### src/rtl/sync_trk_pkg.sv
package sync_trk_pkg;

    localparam int CNT_W         = 10;
    localparam int LANES         = 2;
    localparam int NCH           = 2;
    localparam int LOCK_RUN      = 3;
    localparam int MISS_RUN      = 3;
    localparam int LOW_MIN_ONE   = 2;
    localparam int LOW_MIN_DBL   = 5;
    localparam int HIGH_MIN_DBL  = 2;
    localparam int RUN_W         = $clog2(LOCK_RUN + 1);
    localparam int MISS_W        = $clog2(MISS_RUN + 1);

    typedef logic [CNT_W-1:0] cnt_t;

    typedef enum logic {
        LM_SINGLE = 1'b0,
        LM_SPLIT  = 1'b1
    } lane_mode_e;

    // per-channel tracking state
    typedef struct packed {
        logic              lvl;      // previous normalised sample
        logic              armed;    // a rising edge has been seen
        cnt_t              cnt;      // samples since last rising edge
        cnt_t              hi;       // high width of current period
        cnt_t              per_ref;  // tracked period
        cnt_t              hi_ref;   // tracked high width
        logic [RUN_W-1:0]  eq;       // run of equal periods
        logic [MISS_W-1:0] miss;     // run of mismatching periods
        logic              locked;
        cnt_t              phase;    // predicted phase of next sample
        logic [1:0]        dis;      // disagreement history
    } trk_t;

    typedef struct packed {
        trk_t st;
        logic y;
        logic lost;
    } step_t;

    // conditioned transfer
    typedef struct packed {
        logic [LANES-1:0] hs;
        logic [LANES-1:0] vs;
        logic [LANES-1:0] take;
        logic             dbl_rule;
        logic             vld;
    } cond_t;

    function automatic logic [LANES-1:0] lane_take(lane_mode_e m);
        return (m == LM_SPLIT) ? {LANES{1'b1}} : LANES'(1);
    endfunction

    function automatic logic rule_ok(cnt_t per, cnt_t hi, logic dbl);
        cnt_t low;
        if (hi == '0 || per <= hi) return 1'b0;
        low = per - hi;
        if (dbl)
            return (low >= cnt_t'(LOW_MIN_DBL)) && (hi >= cnt_t'(HIGH_MIN_DBL)) && !per[0];
        return low >= cnt_t'(LOW_MIN_ONE);
    endfunction

    // one sample through the tracker and voter
    function automatic step_t trk_step(trk_t s, logic x, logic dbl);
        step_t      r;
        trk_t       n;
        logic       rise;
        logic       fall;
        logic       pred;
        logic       d;
        logic       match;
        logic [1:0] votes;
        n      = s;
        r.lost = 1'b0;
        rise   = x & ~s.lvl;
        fall   = ~x & s.lvl;
        pred   = s.phase < s.hi_ref;
        d      = x ^ pred;

        if (s.locked) begin
            votes   = {1'b0, d} + {1'b0, s.dis[0]} + {1'b0, s.dis[1]};
            r.y     = (votes >= 2'd2) ? x : pred;
            n.dis   = {s.dis[0], d};
            n.phase = (s.phase + 1'b1 >= s.per_ref) ? '0 : s.phase + 1'b1;
        end else begin
            r.y   = x;
            n.dis = '0;
        end

        n.lvl = x;
        if (rise)
            n.cnt = cnt_t'(1);
        else if (s.cnt != '1)
            n.cnt = s.cnt + 1'b1;
        if (fall)
            n.hi = s.cnt;

        if (rise) begin
            n.armed = 1'b1;
            if (s.armed) begin
                match = (s.cnt == s.per_ref) && (s.hi == s.hi_ref);
                if (s.locked) begin
                    if (match) begin
                        n.miss = '0;
                    end else if (int'(s.miss) + 1 >= MISS_RUN) begin
                        n.locked = 1'b0;
                        n.miss   = '0;
                        n.eq     = '0;
                        n.dis    = '0;
                        r.lost   = 1'b1;
                    end else begin
                        n.miss = s.miss + 1'b1;
                    end
                end else if (!rule_ok(s.cnt, s.hi, dbl)) begin
                    n.eq = '0;
                end else if (match && s.eq != '0) begin
                    if (int'(s.eq) + 1 >= LOCK_RUN) begin
                        n.locked = 1'b1;
                        n.phase  = cnt_t'(1);
                        n.miss   = '0;
                        n.dis    = '0;
                        n.eq     = '0;
                    end else begin
                        n.eq = s.eq + 1'b1;
                    end
                end else begin
                    n.per_ref = s.cnt;
                    n.hi_ref  = s.hi;
                    n.eq      = RUN_W'(1);
                end
            end
        end
        r.st = n;
        return r;
    endfunction

endpackage

### src/rtl/sync_trk_cond.sv
module sync_trk_cond
    import sync_trk_pkg::*;
(
    input  logic             inv_hs,
    input  logic             inv_vs,
    input  logic             far_dbl,
    input  logic             near_dbl,
    input  logic             enc_en,
    input  logic [LANES-1:0] hs_raw,
    input  logic [LANES-1:0] vs_raw,
    input  logic             vld,
    output cond_t            cnd
);
    lane_mode_e mode;

    always_comb begin
        mode         = (far_dbl && !near_dbl && enc_en) ? LM_SPLIT : LM_SINGLE;
        cnd.hs       = hs_raw ^ {LANES{inv_hs}};
        cnd.vs       = vs_raw ^ {LANES{inv_vs}};
        cnd.take     = lane_take(mode);
        cnd.dbl_rule = far_dbl;
        cnd.vld      = vld;
    end
endmodule

### src/rtl/sync_trk_chan.sv
module sync_trk_chan
    import sync_trk_pkg::*;
(
    input  logic             clk,
    input  logic             rst,
    input  logic [LANES-1:0] smp,
    input  logic [LANES-1:0] take,
    input  logic             dbl,
    input  logic             vld,
    output logic [LANES-1:0] y,
    output logic             lost,
    output logic             locked
);
    trk_t             state;
    trk_t             chain [LANES+1];
    step_t            res   [LANES];
    logic [LANES-1:0] lost_v;

    assign chain[0] = state;

    for (genvar i = 0; i < LANES; i++) begin : g_lane
        assign res[i]       = trk_step(chain[i], smp[i], dbl);
        assign chain[i + 1] = take[i] ? res[i].st : chain[i];
        assign y[i]         = take[i] & res[i].y;
        assign lost_v[i]    = take[i] & res[i].lost;
    end

    assign lost   = |lost_v;
    assign locked = state.locked;

    always_ff @(posedge clk) begin
        if (rst)
            state <= '0;
        else if (vld)
            state <= chain[LANES];
    end
endmodule

### src/rtl/sync_trk_out.sv
module sync_trk_out
    import sync_trk_pkg::*;
(
    input  logic                       clk,
    input  logic                       rst,
    input  logic                       vld,
    input  logic [NCH-1:0][LANES-1:0]  y_in,
    input  logic [NCH-1:0]             lost_in,
    output logic [NCH-1:0][LANES-1:0]  y_q,
    output logic [NCH-1:0]             lost_q,
    output logic                       vld_q
);
    always_ff @(posedge clk) begin
        if (rst) begin
            y_q    <= '0;
            lost_q <= '0;
            vld_q  <= 1'b0;
        end else if (vld) begin
            y_q    <= y_in;
            lost_q <= lost_in;
            vld_q  <= 1'b1;
        end else begin
            lost_q <= '0;
            vld_q  <= 1'b0;
        end
    end
endmodule

### src/rtl/hvsync_tracker.sv
module hvsync_tracker
    import sync_trk_pkg::*;
(
    input  logic       clk,
    input  logic       rst,
    input  logic       cfg_inv_hs,
    input  logic       cfg_inv_vs,
    input  logic       cfg_far_dbl,
    input  logic       cfg_near_dbl,
    input  logic       cfg_enc_en,
    input  logic [1:0] link_hs,
    input  logic [1:0] link_vs,
    input  logic       link_vld,
    output logic [1:0] sync_hs,
    output logic [1:0] sync_vs,
    output logic       sync_vld,
    output logic       hs_locked,
    output logic       vs_locked,
    output logic       hs_lost,
    output logic       vs_lost
);
    cond_t                      cnd;
    logic [NCH-1:0][LANES-1:0]  ch_smp;
    logic [NCH-1:0][LANES-1:0]  ch_y;
    logic [NCH-1:0][LANES-1:0]  ch_yq;
    logic [NCH-1:0]             ch_lost;
    logic [NCH-1:0]             ch_lostq;
    logic [NCH-1:0]             ch_locked;

    sync_trk_cond u_cond (
        .inv_hs   (cfg_inv_hs),
        .inv_vs   (cfg_inv_vs),
        .far_dbl  (cfg_far_dbl),
        .near_dbl (cfg_near_dbl),
        .enc_en   (cfg_enc_en),
        .hs_raw   (link_hs),
        .vs_raw   (link_vs),
        .vld      (link_vld),
        .cnd      (cnd)
    );

    assign ch_smp[0] = cnd.hs;
    assign ch_smp[1] = cnd.vs;

    for (genvar c = 0; c < NCH; c++) begin : g_ch
        sync_trk_chan u_chan (
            .clk    (clk),
            .rst    (rst),
            .smp    (ch_smp[c]),
            .take   (cnd.take),
            .dbl    (cnd.dbl_rule),
            .vld    (cnd.vld),
            .y      (ch_y[c]),
            .lost   (ch_lost[c]),
            .locked (ch_locked[c])
        );
    end

    sync_trk_out u_out (
        .clk     (clk),
        .rst     (rst),
        .vld     (cnd.vld),
        .y_in    (ch_y),
        .lost_in (ch_lost),
        .y_q     (ch_yq),
        .lost_q  (ch_lostq),
        .vld_q   (sync_vld)
    );

    assign sync_hs   = ch_yq[0];
    assign sync_vs   = ch_yq[1];
    assign hs_lost   = ch_lostq[0];
    assign vs_lost   = ch_lostq[1];
    assign hs_locked = ch_locked[0];
    assign vs_locked = ch_locked[1];
endmodule

### config.mk
export PLATFORM = sky130hd
export DESIGN_NAME = hvsync_tracker
export DESIGN_NICKNAME = d
export VERILOG_FILES = /design/src/rtl/sync_trk_pkg.sv /design/src/rtl/sync_trk_cond.sv /design/src/rtl/sync_trk_chan.sv /design/src/rtl/sync_trk_out.sv /design/src/rtl/hvsync_tracker.sv
export SDC_FILE = /design/constraint.sdc
export NUM_CORES = 1
export LEC_CHECK = 0
export ABC_AREA = 1
export ABC_CLOCK_PERIOD_IN_PS = 5200
export BUFFER_PORTS_ARGS = -buffer_cell sky130_fd_sc_hd__buf_2
export CAP_MARGIN = 30
export CORE_UTILIZATION = 50
export CTS_CLUSTER_DIAMETER = 50
export CTS_CLUSTER_SIZE = 25
export DETAILED_ROUTE_END_ITERATION = 12
export PLACE_DENSITY = 0.66
export SLEW_MARGIN = 20
export SYNTH_ARGS = -nofsm -noshare
export SYNTH_HDL_FRONTEND = slang
export SYNTH_HIERARCHICAL = 1
export SYNTH_SLANG_ARGS = --single-unit
### constraint.sdc
create_clock -name clk -period 5.2 [get_ports clk]
set_input_delay 0.78 -clock clk [delete_from_list [all_inputs] [get_ports clk]]
set_output_delay 0.78 -clock clk [all_outputs]
set_load 0.02 [all_outputs]
# After elaboration in Yosys (flattened, before gate mapping)

Cells that the tools add are included.

Add/sub/neg operators: 36
$lt $le $gt $ge: 36
Eq/ne operators: 12
Multiplexer cells: 212
Bitwise logic cells: 31
Reduce and logical (&&, ||, !) cells: 38

Operators with widths:

| kind                    | count |
|---|---|
| $mux W37                | 8 |
| $ge A32 B3 Y1 const B   | 8 |
| $mux W10                | 24 |
| $mux W20                | 12 |
| $mux W59                | 4 |
| $mux W15                | 12 |
| $mux W1                 | 103 |
| $mux W2                 | 45 |
| $add A10 B1 Y10 const B | 8 |
| $eq A10 B10 Y1          | 8 |
| $ge A10 B2 Y1 const B   | 8 |
| $ge A10 B10 Y1          | 4 |
| $ge A10 B3 Y1 const B   | 4 |
| $le A10 B10 Y1          | 4 |
| $logic_not A10 Y1       | 4 |
| $lt A10 B10 Y1          | 4 |
| $ne A10 B10 Y1 const B  | 4 |
| $sub A10 B10 Y10        | 4 |
| $add A2 B1 Y3 const B   | 8 |
| $mux W5                 | 4 |
| $logic_and A1 B1 Y1     | 18 |
| $add A2 B1 Y2 const B   | 8 |
| $and A1 B1 Y1           | 16 |
| $not A1 Y1              | 9 |
| other kinds (9)         | 34 |

Flip-flop bits (word level): 125
Input bits: 12
Output and inout bits: 9
Word-level logic and storage cells: 391

# Depth between registers and ports, before layout

Depth after elaboration: 40
Depth in mapped cells: 39
Depth with buffers taken out: 39

# Hierarchy

Netlist, hierarchy kept.

By module, submodules not included:

| module                          | instances | cells each | area an instance (sq um) |
|---|---|---|---|
| sync_trk_chan at g_ch[0].u_chan | 1         | 1,555      | 8,614.5 |
| sync_trk_chan at g_ch[1].u_chan | 1         | 1,327      | 7,706.1 |
| sync_trk_out                    | 1         | 33         | 262.8 |
| sync_trk_cond                   | 1         | 25         | 108.9 |

# Worst setup path before layout

Ideal clock, no wire load.

Path kind: flip-flop to flip-flop
From: reg g_ch[0].u_chan.state (netlist bit g_ch[0].u_chan/chain[122])
To: reg g_ch[0].u_chan.state (netlist bit g_ch[0].u_chan/chain[121])
Library setup time: 0.070 ns
Arrival time: 4.830 ns
Data required time: 5.130 ns
Path slack: 0.300 ns
Cell stages (with the launch flop): 31
Clock period less this slack: 4.900 ns
Cell sequence: dfxtp_1 -> inv_1 -> nor4_1 -> nand4_1 -> nor3_1 -> xor2_1 -> ha_1 -> a21oi_1 -> o21ai_0 -> a21oi_1 -> nand3_1 -> nor2_1 -> inv_1 -> o21ai_0 -> o22ai_1 -> inv_1 -> ha_1 -> nand2_1 -> nor2_1 -> nand3_1 -> and2_1 -> ha_1 -> nand2_1 -> nor2_1 -> o211ai_1 -> o2111ai_1 -> a31oi_1 -> nand2_1 -> nor2_1 -> a221oi_1 -> a21oi_1

Word-level cells in the longest chain between the ends: 22

Ends and longest elaborated chain:

| element                | RTL line            | text |
|---|---|---|
| from (decl)            | sync_trk_chan.sv:14 | `trk_t state;` |
| from (signal assigned) | sync_trk_chan.sv:35 | `state <= chain[LANES];` |
| $add A10 B1 Y10        | sync_trk_pkg.sv:85  | `n.phase = (s.phase + 1'b1 >= s.per_ref) ? '0 : s.phase + 1'b1;` |
| $ge A10 B10 Y1         | sync_trk_pkg.sv:85  |  |
| $mux W10               | sync_trk_pkg.sv:85  |  |
| $mux W10               | sync_trk_pkg.sv:81  | `if (s.locked) begin` |
| $mux W15               | sync_trk_pkg.sv:118 | `if (int'(s.eq) + 1 >= LOCK_RUN) begin` |
| $mux W15               | sync_trk_pkg.sv:117 | `end else if (match && s.eq != '0) begin` |
| $mux W15               | sync_trk_pkg.sv:115 | `end else if (!rule_ok(s.cnt, s.hi, dbl)) begin` |
| $mux W10               | sync_trk_pkg.sv:103 | `if (s.locked) begin` |
| [... 6 more ...]       | n/a                 |  |
| $mux W10               | sync_trk_pkg.sv:81  |  |
| $mux W15               | sync_trk_pkg.sv:118 |  |
| $mux W15               | sync_trk_pkg.sv:117 |  |
| $mux W15               | sync_trk_pkg.sv:115 |  |
| $mux W10               | sync_trk_pkg.sv:103 |  |
| $mux W37               | sync_trk_pkg.sv:101 | `if (s.armed) begin` |
| $mux W37               | sync_trk_pkg.sv:99  | `if (rise) begin` |
| $mux W59 *             | sync_trk_chan.sv:23 | `assign chain[i + 1] = take[i] ? res[i].st : chain[i];` |

Every way passes the cells marked *; elsewhere a longest branch is shown, timed or not.
A chain may end at the register's enable or synchronous reset.

# Worst setup path after layout

From: reg g_ch[1].u_chan.state (netlist bit g_ch[1].u_chan/chain[120])
To: reg g_ch[1].u_chan.state (netlist bit g_ch[1].u_chan/chain[121])

Word-level cells in the longest chain between the ends: 22

Ends and longest elaborated chain:

| element                | RTL line |
|---|---|
| from (decl)            | sync_trk_chan.sv:14 |
| from (signal assigned) | sync_trk_chan.sv:35 |
| $add A10 B1 Y10        | sync_trk_pkg.sv:85 |
| $ge A10 B10 Y1         | sync_trk_pkg.sv:85 |
| $mux W10               | sync_trk_pkg.sv:85 |
| $mux W10               | sync_trk_pkg.sv:81 |
| $mux W15               | sync_trk_pkg.sv:118 |
| $mux W15               | sync_trk_pkg.sv:117 |
| $mux W15               | sync_trk_pkg.sv:115 |
| $mux W10               | sync_trk_pkg.sv:103 |
| [... 6 more ...]       | n/a |
| $mux W10               | sync_trk_pkg.sv:81 |
| $mux W15               | sync_trk_pkg.sv:118 |
| $mux W15               | sync_trk_pkg.sv:117 |
| $mux W15               | sync_trk_pkg.sv:115 |
| $mux W10               | sync_trk_pkg.sv:103 |
| $mux W37               | sync_trk_pkg.sv:101 |
| $mux W37               | sync_trk_pkg.sv:99 |
| $mux W59 *             | sync_trk_chan.sv:23 |

Marks and branches as above.

==> impl_metrics.xml <==
<?xml version="1.0" encoding="UTF-8"?>
<metrics>
  <group name="synthesis">
    <metric name="synth_cell_type_count" unit="">58</metric>
    <metric name="synth-seq-area-share" unit="%">15.0</metric>
    <metric name="post_synth_xor_area_fraction" unit="%">3.83</metric>
    <metric name="yosys.area_share.adder" unit="%">10.1</metric>
    <metric name="post_synth.cell_area_avg" unit="um^2">5.68</metric>
    <metric name="yosys.area_share.simple" unit="%">42.2</metric>
    <metric name="post_synth_instance_area" unit="um^2">16700</metric>
    <metric name="proportion_of_synthesized_flip_flops_having_asynchronous_set_or_reset" unit="%">0</metric>
    <metric name="synth_top_family_by_area" unit="">simple AND/OR/NAND/NOR gates</metric>
    <metric name="synth.ff_latch_count" unit="">125</metric>
    <metric name="yosysWarningCount" unit="">6</metric>
    <metric name="synth.area.mux_share" unit="%">0</metric>
    <metric name="syn_nets" unit="">3084</metric>
    <metric name="synthCells" unit="">2940</metric>
    <metric name="synth-edff-count" unit="">0</metric>
    <metric name="primary_flip_flop_cell_chosen_by_synthesis_mapping" unit="">sky130_fd_sc_hd__dfxtp_1</metric>
    <metric name="synth.top_cell.area_share" unit="%">22.9</metric>
    <metric name="synth_top_area_cell" unit="">sky130_fd_sc_hd__nand2_1</metric>
    <metric name="post_synthesis_compound_gate_area_fraction" unit="%">16.8</metric>
    <metric name="synth_area_leaders" unit="">sky130_fd_sc_hd__nand2_1 (23%), sky130_fd_sc_hd__dfxtp_1 (15%), sky130_fd_sc_hd__ha_1 (9.6%), sky130_fd_sc_hd__inv_1 (8.1%), sky130_fd_sc_hd__nand3_1 (6.5%)</metric>
  </group>
  <group name="clock_tree">
    <metric name="clkSlewWorstSetupHoldPaths" unit="ns">0.07</metric>
    <metric name="cts.sinks" unit="">125</metric>
    <metric name="clock_tree.root_cell" unit="">sky130_fd_sc_hd__clkbuf_16</metric>
    <metric name="hold_buffers" unit="">0</metric>
    <metric name="cts.htree.levels" unit="">4</metric>
    <metric name="inserted_clock_buffers" unit="">17</metric>
    <metric name="worst_skew_pair.late_latency" unit="ns">0.45</metric>
    <metric name="cts_tree" unit="">done</metric>
    <metric name="clk_path_buf_depth" unit="">2</metric>
  </group>
  <group name="floorplanning">
    <metric name="die_x" unit="um">185</metric>
    <metric name="die_height" unit="um">185</metric>
    <metric name="floorplan.core_area" unit="um^2">32700</metric>
    <metric name="rows" unit="">66</metric>
    <metric name="io_pins" unit="">21</metric>
    <metric name="die_area" unit="um^2">34100</metric>
    <metric name="floorplan.initialDensity" unit="%">51.0</metric>
  </group>
  <group name="critical_path">
    <metric name="cp_slowest_cell" unit="">sky130_fd_sc_hd__dfxtp_4</metric>
    <metric name="critical_path_peak_fanout" unit="">6</metric>
    <metric name="end_kind" unit="">flip-flop</metric>
    <metric name="cp_top_family" unit="">simple AND/OR/NAND/NOR gates</metric>
    <metric name="category_of_the_worst_setup_path_launch_point" unit="">flip-flop</metric>
    <metric name="worst_ep_required_time" unit="ns">5.56</metric>
    <metric name="critPathBufInv" unit="">6</metric>
    <metric name="slowest_delay" unit="ns">0.37</metric>
    <metric name="setup.worst_path.start" unit="">g_ch[1].u_chan/chain[120]</metric>
    <metric name="critPathArrivalTime" unit="ns">5.42</metric>
    <metric name="timing.setup.critical_path_class" unit="">flip-flop to flip-flop</metric>
    <metric name="reg2reg_from" unit="">g_ch[1].u_chan/chain[120]</metric>
  </group>
  <group name="drt">
    <metric name="wl_per_cell" unit="um">20.4</metric>
    <metric name="finalWirelength" unit="mm">71.5</metric>
    <metric name="drt-vias-per-instance" unit="">5.94</metric>
    <metric name="m1_wire_length" unit="mm">26.6</metric>
    <metric name="drt-initial-drc-count" unit="">2157</metric>
    <metric name="drtPass1Iterations" unit="">8</metric>
    <metric name="highest-signal-layer" unit="">met4</metric>
    <metric name="antenna_left" unit="">0</metric>
    <metric name="met2_routed_wl" unit="mm">33.1</metric>
    <metric name="wl_met3" unit="mm">6.14</metric>
    <metric name="drt_drc_violations_left" unit="">0</metric>
    <metric name="vias_post_dr" unit="">20900</metric>
  </group>
  <group name="cells_and_area">
    <metric name="layout.cells.most_common" unit="">sky130_fd_sc_hd__nand2_1</metric>
    <metric name="antenna_cell_count" unit="">0</metric>
    <metric name="layout-drive-gt1-share" unit="%">16.1</metric>
    <metric name="design.final.nets" unit="">3200</metric>
    <metric name="synth_to_layout_area_growth" unit="%">17.7</metric>
    <metric name="most_frequent_cells_in_the_layout" unit="">sky130_fd_sc_hd__nand2_1 (999), sky130_fd_sc_hd__inv_1 (345), sky130_fd_sc_hd__nand3_1 (206), sky130_fd_sc_hd__a21oi_1 (206), sky130_fd_sc_hd__buf_4 (180)</metric>
    <metric name="final-instance-count-excl-fill" unit="">3511</metric>
    <metric name="finalInstanceArea" unit="um^2">19700</metric>
    <metric name="num-fill-cells" unit="">3270</metric>
    <metric name="final_core_utilization" unit="%">60.1</metric>
  </group>
  <group name="timing">
    <metric name="finalHoldViolations" unit="">0</metric>
    <metric name="final_max_slew_viol_count" unit="">0</metric>
    <metric name="transition_at_the_pin_with_the_smallest_max_transition_slack" unit="ns">0.900</metric>
    <metric name="fin_worst_hold_slack" unit="ns">0.493</metric>
    <metric name="setup-violations-final" unit="">0</metric>
    <metric name="worst_clock_skew" unit="ns">0.0111</metric>
    <metric name="finalCritPeriodShare" unit="%">97.1</metric>
    <metric name="max-slew-margin-rel" unit="%">39.9</metric>
    <metric name="period_minus_ws_final" unit="ns">5.05</metric>
    <metric name="achievable-frequency" unit="MHz">198</metric>
  </group>
  <group name="global_route">
    <metric name="grt_start_max_net_pins" unit="">73</metric>
    <metric name="global_route.usage.total" unit="%">41.1</metric>
    <metric name="globalRouteOverflowTotal" unit="">0</metric>
    <metric name="number_of_antenna_violations_at_the_first_check_in_global_routing" unit="">1</metric>
    <metric name="grt_pass1_vias" unit="">19000</metric>
    <metric name="grt_first_pass_wirelength" unit="mm">106</metric>
  </group>
  <group name="placed_design">
    <metric name="placed_cells_incl_taps" unit="">3448</metric>
    <metric name="gp_congestion" unit="">1.02</metric>
    <metric name="placed_cell_area" unit="um^2">18000</metric>
    <metric name="hpwl" unit="mm">54.5</metric>
    <metric name="port-buffer-count" unit="">20</metric>
  </group>
  <group name="run">
    <metric name="timing.max_cap.violations" unit="">0</metric>
  </group>
  <group name="power_and_ir_drop">
    <metric name="power.static_leakage" unit="nW">9.67</metric>
    <metric name="ir_drop" unit="V">0.000235</metric>
    <metric name="cellPowerDensity" unit="nW/um^2">198</metric>
    <metric name="design_power_total" unit="W">0.00390</metric>
  </group>
  <group name="outcome">
    <metric name="status" unit="">finished, final reports clean</metric>
  </group>
  <group name="min_path">
    <metric name="min_path_type" unit="">flip-flop to flip-flop</metric>
    <metric name="hold_path_startpoint" unit="">g_ch[0].u_chan/chain[144]</metric>
  </group>
</metrics>
[report_power, final]
part	switching (W)	total, W	internal, W
clock network	0.000516	0.00141	0.000892
logic	0.000970	0.00147	0.000505
registers	0.0000294	0.00102	0.000987
total	0.00151	0.00390	0.00238
[cells in the mapped netlist, drive strengths merged, types with 5 or more instances]
cell type  instances
nand3b             9
nand2           1049
clkbuf            60
o22ai             12
nor4              10
ha               128
a221oi             6
a211oi             5
nor2             182
a21oi            216
a31oi             20
o211ai            12
o31ai              5
a22oi             12
o2111ai            6
nor3              30
dfxtp            125
buf               53
nand4             90
o21ai            184
xnor2             19
and2               6
o21bai             8
nand3            225
inv              388
xor2              54
[kinds of logic after synthesis]
logic type | after synthesis
simple gates | 1609
buf+inv | 502
compound gates | 498
fa+ha+maj | 132
flops | 125
xor+xnor | 73
other cells | 1
[metrics by stage]
step	setup TNS (ns)	setup slack, ns
after floorplan	0	0.300
after global placement	0	0.0450
after detailed placement	0	0.0119
after CTS	0	0.0161
after global routing	-1.69	-0.111
final	0	0.149
[registers in the layout (all words and copies together), names as in the netlist]
| name | count |
|---|---|
| u_out/y_q | 4 |
| g_ch.u_chan/locked | 2 |
| u_out/vld_q | 1 |
| g_ch.u_chan/chain | 116 |
| u_out/lost_q | 2 |
[worst reg2reg max path, delay by kind of cell (launching register included)]
family          cells  cell delay (ns)
flops               1             0.37
simple gates       15             1.70
compound gates      9             1.21
xor+xnor            1             0.26
buf+inv             6             0.81
fa+ha+maj           3             0.64
[what timing repair did]
item	4_1_cts	5_1_grt
setup endpoints to repair	2	23
gates cloned	0	1
gates resized for setup	2	174
buffers inserted	0	30
pin swaps	0	68
endpoints found under the hold margin	0	0
[layer usage]
layer	vias up	GRT usage (%)
li1	9838	-
met1	9546	46.4
met2	1179	69.8
met3	308	7.45
met4	0	28.9
met5	-	0
[final timing paths]
check,end,slack [ns],cells past startpoint
setup / recovery,g_ch[1].u_chan/chain[121],0.15,34
hold / removal,g_ch[0].u_chan/chain[144],0.49,2
setup reg to reg,g_ch[1].u_chan/chain[121],0.15,34
hold reg to reg,g_ch[0].u_chan/chain[144],0.49,2
[cell type report]
class | instances | area [um^2] | area share [%]
multi-input combinational | 2313 | 12900 | 65.5
sequential | 125 | 2510 | 12.8
timing repair buffer | 210 | 1580 | 8.05
inverter | 389 | 1470 | 7.45
tap | 442 | 553 | 2.81
clock buffer | 23 | 478 | 2.43
clock inverter | 9 | 181 | 0.923
(Power assumes the default switching activity.)
